File: config.mk
export PLATFORM = sky130hd
export DESIGN_NAME = clk_gate_ctrl
export DESIGN_NICKNAME = d
export VERILOG_FILES = /design/src/rtl/clk_gate_pkg.sv /design/src/rtl/clk_req_filter.sv /design/src/rtl/clk_lane.sv /design/src/rtl/clk_gate_ctrl.sv
export SDC_FILE = /design/constraint.sdc
export NUM_CORES = 1
export LEC_CHECK = 0
export BUFFER_PORTS_ARGS = -buffer_cell sky130_fd_sc_hd__buf_2
export CAP_MARGIN = 20
export CORE_MARGIN = 2
export CORE_UTILIZATION = 43
export CTS_BUF_LIST = sky130_fd_sc_hd__clkbuf_4 sky130_fd_sc_hd__clkbuf_8
export DETAILED_ROUTE_END_ITERATION = 12
export HOLD_SLACK_MARGIN = 0.03
export PLACE_DENSITY = 0.68
export SYNTH_ARGS = -nofsm -noshare
export SYNTH_HDL_FRONTEND = slang
export SYNTH_SLANG_ARGS = --single-unit
export TNS_END_PERCENT = 10
File: constraint.sdc
create_clock -name clk -period 1.79 [get_ports clk]
set_input_delay 0.2685 -clock clk [delete_from_list [all_inputs] [get_ports clk]]
set_output_delay 0.2685 -clock clk [all_outputs]
set_load 0.1 [all_outputs]
File: src/rtl/clk_gate_pkg.sv
package clk_gate_pkg;
  typedef enum logic [1:0] {
    LANE_RUN  = 2'd0,
    LANE_DOWN = 2'd1,
    LANE_HALT = 2'd2
  } lane_state_e;

  typedef struct packed {
    logic oe_t;
    logic t;
    logic oe_c;
    logic c;
  } pin_drive_t;
endpackage

File: src/rtl/clk_req_filter.sv
module clk_req_filter #(
  parameter int   SYNC_STAGES = 2,
  parameter logic RST_LEVEL   = 1'b1
) (
  input  logic clk,
  input  logic rst_n,
  input  logic req_n,
  input  logic sample,
  output logic level
);
  logic [SYNC_STAGES-1:0] chain_q;
  logic                   last_q;
  logic                   synced;

  assign synced = chain_q[SYNC_STAGES-1];

  always_ff @(posedge clk or negedge rst_n) begin
    if (!rst_n) begin
      chain_q <= {SYNC_STAGES{RST_LEVEL}};
    end else begin
      chain_q <= {chain_q[SYNC_STAGES-2:0], req_n};
    end
  end

  always_ff @(posedge clk or negedge rst_n) begin
    if (!rst_n) begin
      last_q <= RST_LEVEL;
      level  <= RST_LEVEL;
    end else if (sample) begin
      last_q <= synced;
      if (synced == last_q) level <= synced;
    end
  end
endmodule

File: src/rtl/clk_lane.sv
module clk_lane
  import clk_gate_pkg::*;
(
  input  logic       clk,
  input  logic       rst_n,
  input  logic       rise_pt,
  input  logic       phase,
  input  logic       down_on,
  input  logic       halt_on,
  input  logic       may_halt,
  input  logic       pd_float,
  input  logic       stop_float,
  output pin_drive_t pins
);
  lane_state_e state_q;

  always_ff @(posedge clk or negedge rst_n) begin
    if (!rst_n) begin
      state_q <= LANE_DOWN;
    end else if (rise_pt) begin
      if (down_on)                  state_q <= LANE_DOWN;
      else if (halt_on && may_halt) state_q <= LANE_HALT;
      else                          state_q <= LANE_RUN;
    end
  end

  always_comb begin
    pins = '0;
    case (state_q)
      LANE_RUN: begin
        pins.oe_t = 1'b1;
        pins.t    = phase;
        pins.oe_c = 1'b1;
        pins.c    = ~phase;
      end
      LANE_DOWN: begin
        pins.oe_t = ~pd_float;
        pins.t    = ~pd_float;
      end
      LANE_HALT: begin
        pins.oe_t = ~stop_float;
        pins.t    = ~stop_float;
      end
      default: pins = '0;
    endcase
  end
endmodule

File: src/rtl/clk_gate_ctrl.sv
module clk_gate_ctrl
  import clk_gate_pkg::*;
#(
  parameter int NUM_OUT     = 4,
  parameter int SYNC_STAGES = 2
) (
  input  logic               clk,
  input  logic               rst_n,
  input  logic               pd_req_n,
  input  logic               stop_req_n,
  input  logic               pd_float,
  input  logic               stop_float,
  input  logic [NUM_OUT-1:0] stoppable,
  output logic [NUM_OUT-1:0] ck_true,
  output logic [NUM_OUT-1:0] ck_comp,
  output logic [NUM_OUT-1:0] oe_true,
  output logic [NUM_OUT-1:0] oe_comp
);
  logic phase_q;
  logic comp_rise;
  logic true_rise;
  logic pd_level;
  logic stop_level;

  always_ff @(posedge clk or negedge rst_n) begin
    if (!rst_n) phase_q <= 1'b0;
    else        phase_q <= ~phase_q;
  end

  assign comp_rise = phase_q;
  assign true_rise = ~phase_q;

  clk_req_filter #(.SYNC_STAGES(SYNC_STAGES), .RST_LEVEL(1'b0)) u_pd_filt (
    .clk(clk), .rst_n(rst_n), .req_n(pd_req_n), .sample(comp_rise), .level(pd_level)
  );

  clk_req_filter #(.SYNC_STAGES(SYNC_STAGES), .RST_LEVEL(1'b1)) u_stop_filt (
    .clk(clk), .rst_n(rst_n), .req_n(stop_req_n), .sample(comp_rise), .level(stop_level)
  );

  for (genvar i = 0; i < NUM_OUT; i++) begin : g_lane
    pin_drive_t pins;
    clk_lane u_lane (
      .clk(clk), .rst_n(rst_n), .rise_pt(true_rise), .phase(phase_q),
      .down_on(~pd_level), .halt_on(~stop_level), .may_halt(stoppable[i]),
      .pd_float(pd_float), .stop_float(stop_float), .pins(pins)
    );
    assign oe_true[i] = pins.oe_t;
    assign ck_true[i] = pins.t;
    assign oe_comp[i] = pins.oe_c;
    assign ck_comp[i] = pins.c;
  end
endmodule

==> impl_metrics.xml, run 1 <==
<?xml version="1.0" encoding="UTF-8"?>
<metrics>
  <group name="status">
    <metric name="status" unit="">finished, final reports clean</metric>
  </group>
  <group name="worst_setup_path">
    <metric name="worstPathRequired" unit="ns">1.52</metric>
    <metric name="worstSetupPathType" unit="">reg -&gt; out</metric>
    <metric name="cp-end-kind" unit="">output pin</metric>
    <metric name="series_of_cell_instances_along_the_critical_path" unit="">buf_4, nor3_2, buf_2</metric>
    <metric name="ff2ff_path_depth" unit="">3</metric>
    <metric name="critical_path.max_stage_delay" unit="ns">0.44</metric>
    <metric name="critPathBufInv" unit="">2</metric>
    <metric name="worstPathMaxFanout" unit="">8</metric>
    <metric name="worstPathArrival" unit="ns">1.45</metric>
    <metric name="startpoint_type" unit="">flip-flop</metric>
    <metric name="worst-path-stages" unit="">3</metric>
    <metric name="crit_slowest_cell" unit="">sky130_fd_sc_hd__buf_2</metric>
    <metric name="critPathTopFamily" unit="">buffers and inverters</metric>
  </group>
  <group name="route">
    <metric name="route.vias.total" unit="">615</metric>
    <metric name="drt-initial-drc-count" unit="">4</metric>
    <metric name="drt-pass1-iter-count" unit="">2</metric>
    <metric name="drt_wl_total" unit="um">1490</metric>
    <metric name="drc_errors" unit="">0</metric>
    <metric name="average_wire_length_per_cell_after_detail_routing" unit="um">12.9</metric>
    <metric name="antenna_violating_nets_post_route" unit="">0</metric>
    <metric name="detail_route.vias_per_cell" unit="">5.30</metric>
  </group>
  <group name="power">
    <metric name="pwr_density_cell" unit="mW/mm2">927</metric>
    <metric name="vdd_drop_max" unit="V">0.000576</metric>
    <metric name="leakagePower" unit="nW">0.498</metric>
  </group>
  <group name="hold_path">
    <metric name="whs_path_depth" unit="">1</metric>
    <metric name="hp-class" unit="">in -&gt; reg</metric>
  </group>
  <group name="synthesis">
    <metric name="syn-cell-area" unit="um2">704</metric>
    <metric name="synthesis_warnings" unit="">0</metric>
    <metric name="synth.area.top_cells" unit="">sky130_fd_sc_hd__dfrtp_1 (32%), sky130_fd_sc_hd__dfstp_2 (19%), sky130_fd_sc_hd__or2b_1 (5.3%)</metric>
    <metric name="synthCells" unit="">70</metric>
    <metric name="synth_common_cells" unit="">sky130_fd_sc_hd__dfrtp_1 (9), sky130_fd_sc_hd__o21ai_0 (6), sky130_fd_sc_hd__dfstp_2 (5), sky130_fd_sc_hd__nand2_1 (5), sky130_fd_sc_hd__or2b_1 (5)</metric>
    <metric name="synth.largest_area_cell" unit="">sky130_fd_sc_hd__dfrtp_1</metric>
    <metric name="synth-main-ff-cell" unit="">sky130_fd_sc_hd__dfrtp_1</metric>
    <metric name="synth.distinct_cells" unit="">23</metric>
    <metric name="synth-seq-cells" unit="">14</metric>
    <metric name="async_flop_share" unit="%">100</metric>
    <metric name="ys_seq_area_share" unit="%">50.6</metric>
    <metric name="postSynthNetCount" unit="">80</metric>
    <metric name="number_of_flops_mapped_to_enable_cells_by_yosys" unit="">0</metric>
    <metric name="yosys.cell_count.top_type" unit="">sky130_fd_sc_hd__dfrtp_1</metric>
    <metric name="post_synth.cell_area_avg" unit="um2">10.1</metric>
    <metric name="netlist.area_leader.share" unit="%">32.0</metric>
  </group>
  <group name="global_route">
    <metric name="grt_overflow" unit="">0</metric>
    <metric name="grt_pass1_wl" unit="um">2630</metric>
    <metric name="grt_start_max_net_pins" unit="">17</metric>
    <metric name="grt_use_total" unit="%">18.1</metric>
    <metric name="antenna_found_initial" unit="">0</metric>
    <metric name="grt_pass1_vias" unit="">588</metric>
  </group>
  <group name="clocking">
    <metric name="cts_max_level" unit="">1</metric>
    <metric name="clk_pin_slew" unit="ns">0.09</metric>
    <metric name="cts-root-to-sink-buffers" unit="">2</metric>
    <metric name="cts_num_sinks" unit="">14</metric>
    <metric name="clock_latency_on_the_worst_skew_pair" unit="ns">0.28</metric>
    <metric name="cts_made_buffers" unit="">3</metric>
    <metric name="tritoncts" unit="">built</metric>
    <metric name="root_buffer" unit="">sky130_fd_sc_hd__clkbuf_4</metric>
  </group>
  <group name="die">
    <metric name="fp.dieH" unit="um">44.5</metric>
    <metric name="die_area" unit="mm2">0.00198</metric>
    <metric name="die_width" unit="um">44.5</metric>
    <metric name="initial_core_util" unit="%">46.2</metric>
    <metric name="i_o_pin_count" unit="">26</metric>
    <metric name="core_area" unit="mm2">0.00152</metric>
    <metric name="core.rowCount" unit="">14</metric>
  </group>
  <group name="placed_design">
    <metric name="buffer_ports.inserted" unit="">25</metric>
    <metric name="detailed_place.area" unit="mm2">0.00102</metric>
    <metric name="dpl_hpwl" unit="um">1160</metric>
    <metric name="place.detailed.instances" unit="">109</metric>
    <metric name="gp_congestion" unit="">0.789</metric>
  </group>
  <group name="timing">
    <metric name="post-route-period-util" unit="%">96.2</metric>
    <metric name="max-slew-margin-rel" unit="%">67.4</metric>
    <metric name="timing.fmax" unit="MHz">581</metric>
    <metric name="tightest_slew" unit="ns">0.493</metric>
    <metric name="finalSetupViolCount" unit="">0</metric>
    <metric name="hold_viol_final" unit="">0</metric>
    <metric name="fin_skew" unit="ns">0.0103</metric>
    <metric name="report.final.slew_viol_count" unit="">0</metric>
    <metric name="grt_setup_unrepaired" unit="">no</metric>
    <metric name="period_minus_slack" unit="ns">1.72</metric>
  </group>
  <group name="final_layout">
    <metric name="stdcell_area" unit="mm2">0.00109</metric>
    <metric name="layoutNonFillerInstCount" unit="">116</metric>
    <metric name="layout-drive-gt1-share" unit="%">51.0</metric>
    <metric name="synthToLayoutAreaGrowth" unit="%">54.7</metric>
    <metric name="fin_nets" unit="">111</metric>
    <metric name="antenna-diode-count" unit="">0</metric>
  </group>
  <group name="flow_run">
    <metric name="max_cap_viol_count" unit="">0</metric>
  </group>
</metrics>
==> cells in the final DEF (no fill, tap or decap), types with 4 or more instances in the layout <==
cell,Yosys,routed
sky130_fd_sc_hd__buf_2,0,15
sky130_fd_sc_hd__o21ai_0,6,6
sky130_fd_sc_hd__nand3b_1,4,4
sky130_fd_sc_hd__nor2_1,4,4
sky130_fd_sc_hd__dfrtp_2,0,4
sky130_fd_sc_hd__or2b_1,5,5
sky130_fd_sc_hd__buf_12,0,10
sky130_fd_sc_hd__dfrtp_1,9,5
sky130_fd_sc_hd__dfstp_2,5,5
sky130_fd_sc_hd__nand2_1,5,5
sky130_fd_sc_hd__nor3_2,0,4
==> power breakdown <==
| group | leakage (nW) | switching [mW] | internal [mW] |
|---|---|---|---|
| combinational | 0.321 | 0.292 | 0.128 |
| clock | 0.0210 | 0.0996 | 0.124 |
| sequential | 0.156 | 0.0256 | 0.341 |
| total | 0.498 | 0.417 | 0.593 |
==> routing by layer <==
layer | vias up | global-route usage, % | wire (um)
met5 | - | 0 | 0
met4 | 0 | 7.27 | 9
met3 | 2 | 3.67 | 76
met2 | 20 | 30.1 | 767
met1 | 291 | 22.8 | 638
li1 | 302 | - | -
==> registers in the layout (all words and copies together) (netlist names) <==
name and count:
u_stop_filt.last_q 1, u_pd_filt.chain_q 2, u_pd_filt.level 1, comp_rise 1
g_lane.u_lane.state_q 5, u_stop_filt.level 1, u_pd_filt.last_q 1, u_stop_filt.chain_q 2
==> cell families after synthesis <==
group                  count (synthesis)  share of synthesized area, %
AND/OR/NAND/NOR                       27                          21.7
AO/OA/AOI/OAI                         21                          18.8
flip-flops                            14                          50.6
buffers and inverters                  6                          5.86
multiplexers                           2                          3.02
==> worst paths after layout <==
| path | to | start | slack (ns) |
|---|---|---|---|
| worst max-delay path | ck_comp[2] | g_lane[1].u_lane.state_q[0] | 0.07 |
| worst min-delay path | u_pd_filt.chain_q[0] | pd_req_n | 0.09 |
| worst max register to register | u_stop_filt.level | comp_rise | 0.61 |
| worst min register to register | u_pd_filt.chain_q[1] | u_pd_filt.chain_q[0] | 0.36 |
| max in group asynchronous | u_stop_filt.chain_q[0] | rst_n | 1.09 |
| min in group asynchronous | g_lane[3].u_lane.state_q[1] | rst_n | 0.41 |
==> through the flow <==
stage	hold WS [ns]	setup WS, ns	power, mW	util [%]	setup TNS [ns]
3_5_place_dp	0.175	0.274	0.786	66.9	0
2_1_floorplan	-0.0271	-0.587	0.654	-	-4.62
3_3_place_gp	0.169	0.295	0.782	66.9	0
4_1_cts	0.0796	0.0407	1.02	71.3	0
5_1_grt	0.0759	0.00680	1.05	71.5	0
6_report	0.0856	0.0677	1.01	71.5	0
==> area by class of cell <==
| class | instances | area [um2] |
|---|---|---|
| fillers | 118 | 434 |
| flip-flops and latches | 14 | 362 |
| multi-input cells | 50 | 353 |
| repair buffers | 29 | 308 |
| clock buffers | 4 | 36.3 |
| well taps | 16 | 20.0 |
| inverters | 3 | 11.3 |
==> timing repair <==
action	in CTS	in global routing
hold buffers	1	0
resized for setup	2	3
setup endpoints to repair	4	3
endpoints found under the hold margin	9	0
buffers inserted	2	0
No activity file was read; power rests on OpenSTA's default activity.
==> run 2, diff against run 1 <==
PLACE_DENSITY = 0.7   (was 0.68)
==> run 2 against run 1 <==
Register-to-register slack about the same; sequential cell count unchanged; clock power about the same; setup slack got worse by 0.0084 ns; final cell count decreased by 0.86%; critical path type unchanged; non-clock buffer count decreased by 1.
==> impl_metrics.xml, run 2 (synthesized netlist as in run 1, its figures left out) <==
<?xml version="1.0" encoding="UTF-8"?>
<metrics>
  <group name="global_route">
    <metric name="grt_overflow" unit="">0</metric>
    <metric name="use_met1" unit="%">20.9</metric>
    <metric name="grtUsageMet3" unit="%">3.27</metric>
    <metric name="grt_use_total" unit="%">17.5</metric>
    <metric name="grt_start_max_net_pins" unit="">17</metric>
    <metric name="busiest_layer" unit="">met2</metric>
    <metric name="global_route.usage.met2" unit="%">29.0</metric>
    <metric name="grt_pass1_vias" unit="">602</metric>
    <metric name="grt_pass1_wl" unit="um">2500</metric>
    <metric name="antenna_found_initial" unit="">0</metric>
  </group>
  <group name="worst_setup_path">
    <metric name="worstPathMaxFanout" unit="">7</metric>
    <metric name="ff2ff_path_depth" unit="">3</metric>
    <metric name="startpoint_type" unit="">flip-flop</metric>
    <metric name="critPathTopFamily" unit="">flip-flops</metric>
    <metric name="critical_path.max_stage_delay" unit="ns">0.49</metric>
    <metric name="timing.rr.end" unit="">u_stop_filt.level</metric>
    <metric name="worstPathArrival" unit="ns">1.46</metric>
    <metric name="ff2ff_setup_slack" unit="ns">0.60</metric>
    <metric name="worstSetupPathType" unit="">reg -&gt; out</metric>
    <metric name="critical_path.reg2reg.startpoint" unit="">comp_rise</metric>
    <metric name="cp-end-kind" unit="">output pin</metric>
    <metric name="crit_slowest_cell" unit="">sky130_fd_sc_hd__dfrtp_1</metric>
    <metric name="critPathBufInv" unit="">1</metric>
    <metric name="series_of_cell_instances_along_the_critical_path" unit="">or2b_1, a31oi_2, buf_12</metric>
    <metric name="worstPathRequired" unit="ns">1.52</metric>
    <metric name="worst-path-stages" unit="">3</metric>
  </group>
  <group name="clocking">
    <metric name="root_buffer" unit="">sky130_fd_sc_hd__clkbuf_4</metric>
    <metric name="cts_max_level" unit="">1</metric>
    <metric name="tritoncts" unit="">built</metric>
    <metric name="clock_latency_on_the_worst_skew_pair" unit="ns">0.27</metric>
    <metric name="clk_pin_slew" unit="ns">0.08</metric>
    <metric name="cts-root-to-sink-buffers" unit="">2</metric>
    <metric name="cts_made_buffers" unit="">3</metric>
    <metric name="cts_num_sinks" unit="">14</metric>
  </group>
  <group name="timing">
    <metric name="fin_setup_tns" unit="ns">0</metric>
    <metric name="hold_viol_final" unit="">0</metric>
    <metric name="max-slew-margin-rel" unit="%">67.7</metric>
    <metric name="grt_setup_unrepaired" unit="">no</metric>
    <metric name="timing.fmax" unit="MHz">578</metric>
    <metric name="finalSetupViolCount" unit="">0</metric>
    <metric name="period_minus_slack" unit="ns">1.73</metric>
    <metric name="post-route-period-util" unit="%">96.7</metric>
    <metric name="setup_slack" unit="ns">0.0593</metric>
    <metric name="fin_skew" unit="ns">0.000428</metric>
    <metric name="tightest_slew" unit="ns">0.487</metric>
    <metric name="report.final.slew_viol_count" unit="">0</metric>
  </group>
  <group name="final_layout">
    <metric name="antenna-diode-count" unit="">0</metric>
    <metric name="largest_reg_flops" unit="">5</metric>
    <metric name="fin_nets" unit="">110</metric>
    <metric name="mostFrequentLayoutCells" unit="">sky130_fd_sc_hd__buf_2 (14), sky130_fd_sc_hd__buf_12 (11), sky130_fd_sc_hd__dfrtp_1 (8)</metric>
    <metric name="layoutNonFillerInstCount" unit="">115</metric>
    <metric name="reg_with_most_ffs" unit="">g_lane.u_lane.state_q</metric>
    <metric name="synthToLayoutAreaGrowth" unit="%">55.2</metric>
    <metric name="layout.cells.most_common" unit="">sky130_fd_sc_hd__buf_2</metric>
    <metric name="reg_top3" unit="">g_lane.u_lane.state_q x5, u_pd_filt.chain_q x2, u_stop_filt.chain_q x2</metric>
    <metric name="layout-drive-gt1-share" unit="%">47.5</metric>
  </group>
  <group name="die">
    <metric name="i_o_pin_count" unit="">26</metric>
    <metric name="core.rowCount" unit="">14</metric>
    <metric name="die_width" unit="um">44.5</metric>
    <metric name="fp.dieH" unit="um">44.5</metric>
    <metric name="core_area" unit="mm2">0.00152</metric>
    <metric name="initial_core_util" unit="%">46.2</metric>
    <metric name="die_area" unit="mm2">0.00198</metric>
  </group>
  <group name="route">
    <metric name="average_wire_length_per_cell_after_detail_routing" unit="um">12.4</metric>
    <metric name="route.vias.total" unit="">593</metric>
    <metric name="detail_route.vias_per_cell" unit="">5.16</metric>
    <metric name="drc_errors" unit="">0</metric>
    <metric name="drt-pass1-iter-count" unit="">4</metric>
    <metric name="drt-initial-drc-count" unit="">5</metric>
    <metric name="drt_wl_total" unit="um">1430</metric>
    <metric name="antenna_violating_nets_post_route" unit="">0</metric>
  </group>
  <group name="placed_design">
    <metric name="place.detailed.instances" unit="">109</metric>
    <metric name="buffer_ports.inserted" unit="">25</metric>
    <metric name="gp_congestion" unit="">0.756</metric>
    <metric name="dpl_hpwl" unit="um">1100</metric>
    <metric name="placement.setup.worst_slack" unit="ns">0.283</metric>
  </group>
  <group name="hold_path">
    <metric name="hp-class" unit="">in -&gt; reg</metric>
    <metric name="holdCritStartpoint" unit="">stop_req_n</metric>
    <metric name="min_delay_worst_endpoint" unit="">u_stop_filt.chain_q[0]</metric>
    <metric name="whs_path_depth" unit="">1</metric>
  </group>
  <group name="flow_run">
    <metric name="max_cap_viol_count" unit="">0</metric>
  </group>
  <group name="power">
    <metric name="vdd_drop_max" unit="V">0.000618</metric>
    <metric name="pwr_density_cell" unit="mW/mm2">917</metric>
    <metric name="leakagePower" unit="nW">0.500</metric>
  </group>
  <group name="status">
    <metric name="status" unit="">finished, final reports clean</metric>
  </group>
</metrics>
## run 2: worst max path at each step
| stage | start | end | slack, ns |
|---|---|---|---|
| after detailed placement | g_lane[1].u_lane.state_q[0] | ck_true[1] | 0.28 |
| after CTS | g_lane[2].u_lane.state_q[1] | ck_true[2] | 0.04 |
| after global routing | g_lane[1].u_lane.state_q[0] | ck_comp[3] | 0.001 |
| after floorplan | g_lane[3].u_lane.state_q[1] | oe_true[3] | -0.59 |
| final | g_lane[2].u_lane.state_q[1] | ck_true[2] | 0.06 |
| after global placement | comp_rise | ck_true[1] | 0.31 |
## run 2: through the flow
stage	cell area, um2	utilization, %	power [mW]	hold slack [ns]
floorplan	747	-	0.654	-0.0271
global placement	1030	67.9	0.781	0.168
detailed placement	1030	67.9	0.785	0.171
CTS	1090	71.5	1.01	0.0792
global route	1090	71.8	1.04	0.0727
finish	1090	71.8	1.00	0.0881
## run 2: final cells by class
cell class / instances / area, um2
Inverter: 3 / 11.3
Timing Repair Buffer: 28 / 315
Clock buffer: 4 / 36.3
Multi-Input combinational cell: 50 / 353
Fill cell: 115 / 430
Tap cell: 16 / 20.0
Sequential cell: 14 / 358
## run 2: per-layer routing
metal	up-vias	part of all wire (%)
met5	-	0
met4	0	0.56
met3	2	6.8
met2	26	49
met1	263	43
li1	302	-
## run 2: timing repair
item | 4_1_cts | 5_1_grt
endpoints found under the hold margin | 9 | 0
gates resized for setup | 1 | 1
setup endpoints to repair | 3 | 1
pin swaps | 0 | 0
buffers inserted | 1 | 0
hold buffers | 1 | 0
## run 2: worst reg2reg max path: stages (launching register included)
cell	delay, ns
sky130_fd_sc_hd__dfrtp_2	0.47
sky130_fd_sc_hd__buf_4	0.22
sky130_fd_sc_hd__or2b_1	0.25
sky130_fd_sc_hd__a22o_1	0.18
## run 2: power by group
group / internal, mW / switching (mW) / total [mW]
logic: 0.125 / 0.292 / 0.417
registers: 0.340 / 0.0254 / 0.366
clock network: 0.124 / 0.0962 / 0.220
total: 0.589 / 0.414 / 1.00
==> run 3, diff against run 2 <==
CORE_UTILIZATION = 25   (was 43)
PLACE_DENSITY = 0.45   (was 0.7)
clock period = 1.8 ns   (was 1.79 ns; I/O delays follow)
==> run 3 against run 2 <==
Critical endpoint is now ck_true[0]; final cell count is 13% higher; largest cell class unchanged; critical path type unchanged; die area is 65% higher; final area is 0.57% lower; setup slack better by 0.0038 ns.
==> impl_metrics.xml, run 3 (synthesized netlist as in run 1, its figures left out) <==
<?xml version="1.0" encoding="UTF-8"?>
<metrics>
  <group name="route">
    <metric name="dr_wl_met3" unit="um">130</metric>
    <metric name="detail_route.vias_per_cell" unit="">4.52</metric>
    <metric name="average_wire_length_per_cell_after_detail_routing" unit="um">11.1</metric>
    <metric name="met2_wirelength" unit="um">652</metric>
    <metric name="drc_errors" unit="">0</metric>
    <metric name="drt_wl_total" unit="um">1450</metric>
    <metric name="topRoutingLayerUsed" unit="">met3</metric>
    <metric name="antenna_violating_nets_post_route" unit="">0</metric>
    <metric name="route.vias.total" unit="">587</metric>
    <metric name="route.layer.met1.wl" unit="um">665</metric>
    <metric name="drt-initial-drc-count" unit="">8</metric>
    <metric name="drt-pass1-iter-count" unit="">4</metric>
  </group>
  <group name="global_route">
    <metric name="antenna_found_initial" unit="">0</metric>
    <metric name="grt_pass1_vias" unit="">513</metric>
    <metric name="grt_overflow" unit="">0</metric>
    <metric name="grt_start_max_net_pins" unit="">17</metric>
    <metric name="grt_use_total" unit="%">9.62</metric>
    <metric name="grt_pass1_wl" unit="um">2420</metric>
  </group>
  <group name="clocking">
    <metric name="clk_pin_slew" unit="ns">0.09</metric>
    <metric name="clock_latency_on_the_worst_skew_pair" unit="ns">0.28</metric>
    <metric name="tritoncts" unit="">built</metric>
    <metric name="root_buffer" unit="">sky130_fd_sc_hd__clkbuf_4</metric>
    <metric name="cts_max_level" unit="">1</metric>
    <metric name="cts_num_sinks" unit="">14</metric>
    <metric name="cts-root-to-sink-buffers" unit="">2</metric>
    <metric name="cts_made_buffers" unit="">3</metric>
  </group>
  <group name="timing">
    <metric name="grt_setup_unrepaired" unit="">no</metric>
    <metric name="tightest_slew" unit="ns">0.488</metric>
    <metric name="fin_skew" unit="ns">0.00990</metric>
    <metric name="max-slew-margin-rel" unit="%">67.7</metric>
    <metric name="report.final.slew_viol_count" unit="">0</metric>
    <metric name="period_minus_slack" unit="ns">1.74</metric>
    <metric name="fin_setup_tns" unit="ns">0</metric>
    <metric name="finalSetupViolCount" unit="">0</metric>
    <metric name="post-route-period-util" unit="%">96.5</metric>
    <metric name="timing.fmax" unit="MHz">576</metric>
    <metric name="hold_viol_final" unit="">0</metric>
  </group>
  <group name="final_layout">
    <metric name="synthToLayoutAreaGrowth" unit="%">54.4</metric>
    <metric name="mostFrequentLayoutCells" unit="">sky130_fd_sc_hd__buf_2 (14), sky130_fd_sc_hd__buf_12 (9), sky130_fd_sc_hd__dfrtp_1 (8)</metric>
    <metric name="num-fill-cells" unit="">271</metric>
    <metric name="fin_nets" unit="">110</metric>
    <metric name="largest_reg_flops" unit="">5</metric>
    <metric name="layout.cells.most_common" unit="">sky130_fd_sc_hd__buf_2</metric>
    <metric name="reg_with_most_ffs" unit="">g_lane.u_lane.state_q</metric>
    <metric name="antenna-diode-count" unit="">0</metric>
    <metric name="utilization" unit="%">40.1</metric>
    <metric name="reg_top3" unit="">g_lane.u_lane.state_q x5, u_pd_filt.chain_q x2, u_stop_filt.chain_q x2</metric>
    <metric name="multiInputGateArea" unit="um2">353</metric>
    <metric name="stdcell_area" unit="mm2">0.00109</metric>
    <metric name="layout.area.seq" unit="um2">358</metric>
    <metric name="layout-drive-gt1-share" unit="%">47.5</metric>
  </group>
  <group name="worst_setup_path">
    <metric name="worstPathArrival" unit="ns">1.47</metric>
    <metric name="worstPathRequired" unit="ns">1.53</metric>
    <metric name="worstSetupPathType" unit="">reg -&gt; out</metric>
    <metric name="startpoint_type" unit="">flip-flop</metric>
    <metric name="worstPathMaxFanout" unit="">7</metric>
    <metric name="cp-end-kind" unit="">output pin</metric>
  </group>
  <group name="power">
    <metric name="totalPowerFinal" unit="mW">0.996</metric>
    <metric name="pwr_density_cell" unit="mW/mm2">916</metric>
    <metric name="vdd_drop_max" unit="V">0.000665</metric>
    <metric name="leakagePower" unit="nW">0.493</metric>
  </group>
  <group name="die">
    <metric name="die_width" unit="um">57.1</metric>
    <metric name="initial_core_util" unit="%">26.0</metric>
    <metric name="die_area" unit="mm2">0.00326</metric>
    <metric name="core.rowCount" unit="">19</metric>
    <metric name="fp.dieH" unit="um">57.1</metric>
    <metric name="i_o_pin_count" unit="">26</metric>
    <metric name="core_area" unit="mm2">0.00271</metric>
  </group>
  <group name="placed_design">
    <metric name="gp_congestion" unit="">0.691</metric>
    <metric name="dpl_hpwl" unit="um">1140</metric>
    <metric name="detailed_place.area" unit="mm2">0.00102</metric>
    <metric name="buffer_ports.inserted" unit="">25</metric>
  </group>
  <group name="status">
    <metric name="status" unit="">finished, final reports clean</metric>
  </group>
  <group name="flow_run">
    <metric name="max_cap_viol_count" unit="">0</metric>
  </group>
  <group name="hold_path">
    <metric name="hp-class" unit="">in -&gt; reg</metric>
  </group>
</metrics>
## run 3: changes by cell type in the layout (fill, tap and decap cells not counted)
cell                       delta
sky130_fd_sc_hd__clkbuf_4     +2
sky130_fd_sc_hd__buf_12       -2
## run 3: layout make-up
type / count / share of cell area, %
Sequential cell: 14 / 32.9
Multi-Input combinational cell: 50 / 32.5
Timing Repair Buffer: 28 / 26.7
Tap cell: 31 / 3.57
Clock buffer: 4 / 3.34
Inverter: 3 / 1.04
## run 3: final timing paths
check / slack (ns) / depth (start not counted) / from / to
max in group asynchronous: 1.11 / 2 / rst_n / u_stop_filt.level
min in group asynchronous: 0.40 / 2 / rst_n / u_pd_filt.last_q
setup / recovery: 0.06 / 3 / g_lane[0].u_lane.state_q[1] / ck_true[0]
setup reg to reg: 0.61 / 3 / comp_rise / u_stop_filt.level
hold / removal: 0.09 / 1 / stop_req_n / u_stop_filt.chain_q[0]
hold reg to reg: 0.35 / 0 / u_pd_filt.chain_q[0] / u_pd_filt.chain_q[1]
## run 3: timing repair
item / 4_1_cts / 5_1_grt
cloned: 0 / 0
gates resized for setup: 1 / 3
hold endpoints to repair: 9 / 0
endpoints found under the setup margin: 3 / 3
setup buffers: 1 / 0
hold buffers: 1 / 0
## run 3: per-stage QoR
stage	hold slack, ns	std cells	setup WS (ns)
final	0.0922	130	0.0631
after global routing	0.0668	130	0.00319
after CTS	0.0817	130	0.0402
after detailed placement	0.179	124	0.267
after global placement	0.179	124	0.290
after floorplan	-0.0256	70	-0.578
## run 3: layer usage
layer	track usage (%)	up-vias
met1	12.3	262
met3	5.22	0
met4	1.99	0
met5	0	-
met2	14.4	23
li1	-	302
## run 3: critical path: stages, from the launching register on
cell and delay (ns):
sky130_fd_sc_hd__dfrtp_1 0.48, sky130_fd_sc_hd__or2b_1 0.26, sky130_fd_sc_hd__a31oi_2 0.24, sky130_fd_sc_hd__buf_12 0.21
## run 3: power by group
| part | internal [mW] | leakage [nW] | switching [mW] |
|---|---|---|---|
| logic | 0.125 | 0.312 | 0.290 |
| registers | 0.338 | 0.161 | 0.0238 |
| clock network | 0.123 | 0.0210 | 0.0958 |
